$ cat src/rtl/pfa_pkg.sv
package pfa_pkg;

    typedef enum logic [1:0] {
        FILL_COLOR  = 2'd0,
        FILL_MONO   = 2'd1,
        FILL_SOLID  = 2'd2,
        FILL_STREAM = 2'd3
    } fill_mode_e;

    typedef enum logic [1:0] {
        DEPTH_8  = 2'd0,
        DEPTH_16 = 2'd1,
        DEPTH_24 = 2'd2,
        DEPTH_32 = 2'd3
    } depth_e;

    localparam int PAT_ROWS = 8;
    localparam int ROW_W    = $clog2(PAT_ROWS);
    localparam int MAX_ROW  = 32;
    localparam int BCNT_W   = $clog2(MAX_ROW);

    typedef struct packed {
        logic [BCNT_W-1:0] bcnt;
        logic [ROW_W-1:0]  row;
    } pat_pos_t;

    // last byte index of a pattern row for a given depth
    function automatic logic [BCNT_W-1:0] row_last(input depth_e d);
        case (d)
            DEPTH_8:  row_last = BCNT_W'(7);
            DEPTH_16: row_last = BCNT_W'(15);
            DEPTH_24: row_last = BCNT_W'(23);
            default:  row_last = BCNT_W'(31);
        endcase
    endfunction

    // pixel index within the row = byte counter / bytes per pixel
    function automatic logic [2:0] pix_index(input depth_e d, input logic [BCNT_W-1:0] b);
        case (d)
            DEPTH_8:  pix_index = b[2:0];
            DEPTH_16: pix_index = b[3:1];
            DEPTH_24: pix_index = 3'(b / BCNT_W'(3));
            default:  pix_index = b[4:2];
        endcase
    endfunction

endpackage

$ cat src/rtl/pfa_pos_ctr.sv
module pfa_pos_ctr
    import pfa_pkg::*;
(
    input  logic     clk,
    input  logic     rst,
    input  logic     start,
    input  logic     step,
    input  logic     row_adv,
    input  depth_e   depth,
    output pat_pos_t pos,
    output logic     byte_wrap,
    output logic     row_partial
);

    pat_pos_t          pos_q;
    logic [BCNT_W-1:0] last;

    assign last        = row_last(depth);
    assign byte_wrap   = step && !start && !row_adv && (pos_q.bcnt == last);
    assign row_partial = row_adv && !start && (pos_q.bcnt != '0);
    assign pos         = pos_q;

    always_ff @(posedge clk) begin
        if (rst || start) begin
            pos_q <= '0;
        end else if (row_adv) begin
            pos_q.row  <= pos_q.row + ROW_W'(1);
            pos_q.bcnt <= '0;
        end else if (step) begin
            if (pos_q.bcnt == last)
                pos_q.bcnt <= '0;
            else
                pos_q.bcnt <= pos_q.bcnt + BCNT_W'(1);
        end
    end

endmodule

$ cat src/rtl/pfa_stream_src.sv
module pfa_stream_src #(
    parameter int ADDR_W = 22
) (
    input  logic              clk,
    input  logic              rst,
    input  logic              start,
    input  logic              adv,
    input  logic [ADDR_W-1:0] base_addr,
    output logic [ADDR_W-1:0] src_addr
);

    always_ff @(posedge clk) begin
        if (rst)
            src_addr <= '0;
        else if (start)
            src_addr <= base_addr;
        else if (adv)
            src_addr <= src_addr + ADDR_W'(1);
    end

endmodule

$ cat src/rtl/pfa_addr_map.sv
module pfa_addr_map
    import pfa_pkg::*;
#(
    parameter int ADDR_W = 22
) (
    input  fill_mode_e        mode,
    input  depth_e            depth,
    input  pat_pos_t          pos,
    input  logic [ADDR_W-1:0] base_addr,
    input  logic [ADDR_W-1:0] src_addr,
    input  logic [ADDR_W-1:0] vram_mask,
    output logic [ADDR_W-1:0] rd_addr,
    output logic [7:0]        bit_mask,
    output logic              force_fg
);

    logic [ADDR_W-1:0] aligned, row_off, col_off, color_addr, mono_addr, raw;
    logic [2:0]        pix;

    always_comb begin
        case (depth)
            DEPTH_8: begin
                aligned = base_addr & ~ADDR_W'(7);
                row_off = ADDR_W'({pos.row, 3'b000});
                col_off = ADDR_W'(pos.bcnt & BCNT_W'(7));
            end
            DEPTH_16: begin
                aligned = base_addr & ~ADDR_W'(15);
                row_off = ADDR_W'({pos.row, 4'b0000});
                col_off = ADDR_W'(pos.bcnt & BCNT_W'(15));
            end
            DEPTH_24: begin
                aligned = base_addr & ~ADDR_W'(31);
                row_off = ADDR_W'({pos.row, 5'b00000});
                col_off = ADDR_W'(pos.bcnt % BCNT_W'(24));
            end
            default: begin
                aligned = base_addr & ~ADDR_W'(31);
                row_off = ADDR_W'({pos.row, 5'b00000});
                col_off = ADDR_W'(pos.bcnt);
            end
        endcase
    end

    assign color_addr = aligned + row_off + col_off;
    assign mono_addr  = (base_addr & ~ADDR_W'(7)) | ADDR_W'(pos.row);
    assign pix        = pix_index(depth, pos.bcnt);

    always_comb begin
        raw      = base_addr;
        bit_mask = 8'h00;
        force_fg = 1'b0;
        case (mode)
            FILL_COLOR:  raw = color_addr;
            FILL_MONO: begin
                raw      = mono_addr;
                bit_mask = 8'h80 >> pix;
            end
            FILL_SOLID:  force_fg = 1'b1;
            default: begin
                raw      = src_addr;
                bit_mask = 8'h80 >> pix;
            end
        endcase
    end

    assign rd_addr = raw & vram_mask;

endmodule

$ cat src/rtl/pattern_src_agen.sv
module pattern_src_agen
    import pfa_pkg::*;
#(
    parameter int ADDR_W = 22
) (
    input  logic              clk,
    input  logic              rst,
    input  logic              start,
    input  logic              step,
    input  logic              row_adv,
    input  logic [1:0]        fill_mode,
    input  logic [1:0]        depth,
    input  logic [ADDR_W-1:0] base_addr,
    input  logic [ADDR_W-1:0] vram_mask,
    output logic [ADDR_W-1:0] rd_addr,
    output logic [7:0]        bit_mask,
    output logic              force_fg
);

    fill_mode_e        mode_e;
    depth_e            depth_e_s;
    pat_pos_t          pos;
    logic              byte_wrap, row_partial, src_adv;
    logic [ADDR_W-1:0] src_addr;
    logic [BCNT_W-1:0] cur_bcnt;
    logic [ROW_W-1:0]  cur_row;

    assign mode_e    = fill_mode_e'(fill_mode);
    assign depth_e_s = depth_e'(depth);
    assign cur_bcnt  = pos.bcnt;
    assign cur_row   = pos.row;
    assign src_adv   = (mode_e == FILL_STREAM) && (byte_wrap || row_partial);

    pfa_pos_ctr u_pos (
        .clk         (clk),
        .rst         (rst),
        .start       (start),
        .step        (step),
        .row_adv     (row_adv),
        .depth       (depth_e_s),
        .pos         (pos),
        .byte_wrap   (byte_wrap),
        .row_partial (row_partial)
    );

    pfa_stream_src #(.ADDR_W(ADDR_W)) u_src (
        .clk       (clk),
        .rst       (rst),
        .start     (start),
        .adv       (src_adv),
        .base_addr (base_addr),
        .src_addr  (src_addr)
    );

    pfa_addr_map #(.ADDR_W(ADDR_W)) u_map (
        .mode      (mode_e),
        .depth     (depth_e_s),
        .pos       (pos),
        .base_addr (base_addr),
        .src_addr  (src_addr),
        .vram_mask (vram_mask),
        .rd_addr   (rd_addr),
        .bit_mask  (bit_mask),
        .force_fg  (force_fg)
    );

endmodule

$ cat config.mk
export PLATFORM = sky130hd
export DESIGN_NAME = pattern_src_agen
export DESIGN_NICKNAME = d
export VERILOG_FILES = /design/src/rtl/pfa_pkg.sv /design/src/rtl/pfa_pos_ctr.sv /design/src/rtl/pfa_stream_src.sv /design/src/rtl/pfa_addr_map.sv /design/src/rtl/pattern_src_agen.sv
export SDC_FILE = /design/constraint.sdc
export NUM_CORES = 1
export LEC_CHECK = 0
export BUFFER_PORTS_ARGS = -buffer_cell sky130_fd_sc_hd__buf_2
export CORE_AREA = 2 2 124 102
export DETAILED_ROUTE_END_ITERATION = 7
export DIE_AREA = 0 0 126 104
export PLACE_DENSITY_LB_ADDON = 0.15
export SYNTH_ARGS = -nofsm -noshare
export SYNTH_HDL_FRONTEND = slang
export SYNTH_SLANG_ARGS = --single-unit
$ cat constraint.sdc
create_clock -name clk -period 5.3 [get_ports clk]
set_clock_uncertainty 0.15 [all_clocks]
set_input_delay 0.795 -clock clk [delete_from_list [all_inputs] [get_ports clk]]
set_output_delay 0.795 -clock clk [all_outputs]
set_load 0.01 [all_outputs]
# Word level (Yosys, flattened, before mapping)
# Index checks and enable logic that the tools add are counted.
# op_classes
n_addsub	5
div_mod_pow	2
n_eq_ne	6
n_shift	1
mux	11
n_bitwise	2
n_reduce_logical	16
# op_table
operator	n
22-bit case mux with 3 select lines	2
22-bit two-way mux	2
22-bit by 1-bit adder with 22-bit output (second input constant)	1
22-bit adder	1
22-bit by 8-bit adder with 22-bit output	1
22-bit AND	1
5-bit by 5-bit modulo with 22-bit output (second input constant)	1
22-bit by 3-bit bitwise OR with 22-bit output	1
8-bit case mux with 2 select lines	1
5-bit case mux with 3 select lines	1
5-bit case mux with 2 select lines	1
3-bit case mux with 3 select lines	1
8-bit two-way mux	1
8-bit by 3-bit right shift with 8-bit output (first input constant)	1
2-bit equality test (second input constant)	3
1-bit logical AND	6
5-bit by 1-bit adder with 5-bit output (second input constant)	1
5-bit by 2-bit divider with 5-bit output (second input constant)	1
5-bit equality test	1
5-bit two-way mux	1
5-bit nonzero test	1
2-bit by 1-bit equality test with 1-bit output (second input constant)	2
2-bit zero test	2
2-bit OR reduction	2
other kinds (5)	7
# totals
reg_bits	30
output_inout_bits	31

# Longest topological paths before layout
# logic_depth
word_depth	8
mapped_depth	15

# By module
# A second synthesis with hierarchy kept.
# hier_totals
cells_unflattened	557
area_unflattened_um2	4244.1
# modules_own_cells
mod	n_inst	cells_each	area_each_um2
pfa_addr_map	1	355	2508.7
pfa_stream_src	1	152	1270.0
pfa_pos_ctr	1	49	455.4
pattern_src_agen	1	1	10.0

# Least setup slack after synthesis
# OpenSTA, ideal clock, no wires.
# synth_path
path_kind	input to output
from	in depth[1]
to	out rd_addr[20]
t_arrival_ns	3.953
required_ns	4.355
setup_slack_ns	0.402
cell_stages	15
path_buffers	2
cell_sequence	clkbuf_1 clkbuf_1 nor2b_1 o21ai_0 fa_1 inv_1 ha_1 inv_1 fa_1 nor2b_1 o2111ai_1 and3_1 o31ai_1 mux2_2 a21oi_1
# synth_between
elab_chain_cells	6
# synth_rtl
item	line_no	source
start: declaration	pattern_src_agen.sv:12	input logic [1:0] depth,
2-bit by 1-bit equality test with 1-bit output or 2-bit zero test (tied branches)	pfa_addr_map.sv:21	case (depth)
5-bit case mux with 2 select lines or 8-bit case mux with 2 select lines (tied branches)	pfa_addr_map.sv:21	
22-bit by 8-bit adder with 22-bit output	pfa_addr_map.sv:45	assign color_addr = aligned + row_off + col_off;
22-bit adder (*)	pfa_addr_map.sv:45	
22-bit case mux with 3 select lines (*)	pfa_addr_map.sv:53	case (mode)
22-bit AND (*)	pfa_addr_map.sv:67	assign rd_addr = raw & vram_mask;
end: declaration	pattern_src_agen.sv:15	output logic [ADDR_W-1:0] rd_addr,
# Mark *: on every way between the ends. The rest lies on a longest branch, timed or not.

# Final worst setup path
# layout_path
from	in depth[0]
to	out rd_addr[20]
# The elaborated chain is that of the path after synthesis.

==> metrics.yaml <==
status:
  run_status: "completed"
floorplan:
  fp.dieArea_sq_mm: 0.0131
  row_count: 36
  placeableCoreArea_sq_mm: 0.0119
  fp.dieW_um: 126
  boundaryPins: 84
  floorplan.initialDensity: 0.342
  chipHeight_um: 104
drt:
  detailedRoute.firstIterationViolations: 300
  drtPass1Iterations: 5
  post_drt_via_cell_ratio: 5.35
  drcViolationCount: 0
  finalWirelength_um: 11400
  num_vias: 4081
  routed_wire_length_per_instance_um: 14.9
  ant_nets_after_route: 0
timing:
  worst_slew_margin_rel: 0.536
  fmax_mhz: 196
  fin_crit_ns: 5.10
  slew_viol_final: 0
  fin_tns_setup_ns: 0
  finalWorstSetupSlack_ns: 0.196
  final_hold_viol_count: 0
  rsz0062_at_grt: "no"
  tightestPinTransition_ns: 0.696
  final.period_utilization: 0.963
  setup_violations: 0
worst_setup_path:
  cpPeakStageDelay_ns: 0.46
  path_max_fanout: 8
  path_buf_inv: 4
  timing.critical_path.slowest_stage_cell: "fa_1"
  r2r_cells: 7
  cp_top_family: "adder cells"
  rr_startpoint: "u_pos.pos[4]"
  critical_path_class: "input port to output port"
  start_kind: "input port"
  critical_path.startpoint: "depth[0]"
  timing.critical_path.arrival_ns: 4.16
  worst-path-stages: 15
  cp-end-kind: "output port"
  cp_cell_sequence: "buf_2 > mux2i_1 > or2_2 > fa_1 > inv_1 > ha_1 > inv_1 > fa_1 > nor2b_1 > o2111ai_1 > and3_1 > o31ai_1 > mux2_2 > a21oi_1 > buf_2"
  worstPathRequired_ns: 4.36
cells_and_area:
  layout_commonest_cell: "buf_2"
  final_layout_size_suffix_gt1_frac: 0.191
  antenna_cells_inserted: 0
  layout.cells.most_common_list: "buf_2, nand2_1, nor2_1"
  stdcell_area_sq_mm: 0.00477
  nets: 707
  area_delta_synth_final_pct: 17.5
  final-instance-count-excl-fill: 763
yosys:
  ys.warnings.count: 0
  yosysUniqueCellTypes: 68
  syn-cell-area_sq_mm: 0.00406
  yosysSeqAreaShare: 0.148
  syn_inst: 535
  synth.avg_cell_area_sq_um: 7.60
  synth-async-reset-ratio: 0
  number_of_enable_flip_flop_cells_after_synthesis: 0
  postSynth.topFlopCell: "dfxtp_1"
  yosys_register_bits: 30
placement:
  placed_instance_count: 755
  postPlaceCellArea_sq_mm: 0.00463
  place_hpwl_um: 8950
  placement.io_buffers: 83
  dp_slack_ns: 0.246
  final_replace_weighted_congestion: 0.852
global_route:
  antenna_found_initial: 0
  grt_util_all_layers: 0.175
  global_route_wire_length_before_repair_um: 19100
  globalRoute.totalOverflow: 0
  grt_max_degree: 38
  number_of_global_route_vias_before_repair: 3842
worst_hold_path:
  worst_hold_path.num_cells: 2
  holdCritPathClass: "register to register"
  hp-start: "u_src.src_addr[20]"
cts:
  hold_buffers: 0
  postCtsResizedCells: 0
  clk_latency_ns: 0.27
  ctsRootBufferMaster: "clkbuf_16"
  htree_levels: 2
  clock_path_buffers: 2
  cts_made_buffers: 5
  cts.sinks: 30
  clk_transition_reported_paths_ns: 0.05
  cts_post_setup_buffers_inserted: 0
  cts_tree: "built"
run:
  maxCapViolCount: 0
power:
  power.density_mw_per_mm2: 171
  power_leakage_nw: 2.12
  peakVddDrop_mv: 0.0892
[cell type report]
cell class / count / area (sq um)
Clock buffer: 7 / 143
Clock inverter: 1 / 5.00
Fill cell: 1261 / 7120
Inverter: 21 / 78.8
Multi-Input combinational cell: 461 / 3280
Sequential cell: 30 / 601
Tap cell: 152 / 190
Timing Repair Buffer: 91 / 475
[worst register-to-register path, stage by stage, from the launching register on]
cell	delay, ns
dfxtp_1	0.57
ha_1	0.29
nand3_2	0.12
nor4_2	0.51
o21ai_1	0.16
or3_1	0.34
xor2_1	0.16
a211oi_2	0.22
[metal layers]
metal | part of all wire | global-route usage | vias to the layer above
li1 | - | - | 2093
met3 | 0.053 | 0.0195 | 8
met2 | 0.42 | 0.257 | 92
met5 | 0 | 0 | -
met4 | 0.011 | 0.0455 | 0
met1 | 0.51 | 0.269 | 1888
[cells in the mapped netlist, types with 10 or more instances]
library cell | number | area, sq um
a211oi_1 | 13 | 97.6
a21oi_1 | 34 | 170
and2_1 | 11 | 68.8
and3_1 | 11 | 68.8
clkbuf_1 | 22 | 82.6
dfxtp_1 | 30 | 601
ha_1 | 38 | 475
inv_1 | 20 | 75.1
mux2i_1 | 20 | 200
nand2_1 | 62 | 233
nand3_1 | 10 | 50.1
nand4_1 | 14 | 87.6
nor2_1 | 41 | 154
nor3_1 | 10 | 50.1
o211ai_1 | 10 | 75.1
o21ai_0 | 22 | 110
xnor2_1 | 23 | 201
xor2_1 | 15 | 131
[through the flow]
step                      power [W]   util  hold slack (ns)
final                      0.000817  0.401            0.383
after global routing       0.000873  0.401            0.422
after CTS                  0.000823  0.401            0.379
after detailed placement   0.000536  0.389            0.372
after global placement     0.000532  0.389            0.361
after floorplan            0.000451      -            0.336
[registers in the layout, summed over array words and instances (netlist names)]
| name | count |
|---|---|
| u_src.src_addr | 22 |
| u_pos.pos | 8 |
[kinds of logic after synthesis]
group / Yosys count / synth area share
multiplexers: 29 / 0.0825
buffers and inverters: 55 / 0.0551
flip-flops: 30 / 0.148
XOR/XNOR: 39 / 0.0859
AND/OR/NAND/NOR: 205 / 0.261
AO/OA/AOI/OAI: 132 / 0.220
adder cells (fa/ha/maj): 44 / 0.147
other: 1 / 0.000923
[where the power goes]
| part | internal, W | switching (W) |
|---|---|---|
| logic | 0.000122 | 0.000157 |
| registers | 0.000238 | 0.0000162 |
| clock network | 0.000186 | 0.0000976 |
| total | 0.000546 | 0.000271 |
[worst paths after layout]
path,end,slack (ns)
max,rd_addr[20],0.20
min,u_src.src_addr[20],0.38
max reg2reg,u_src.src_addr[12],2.70
min reg2reg,u_src.src_addr[20],0.38
Power figures use the tool's default switching activity.
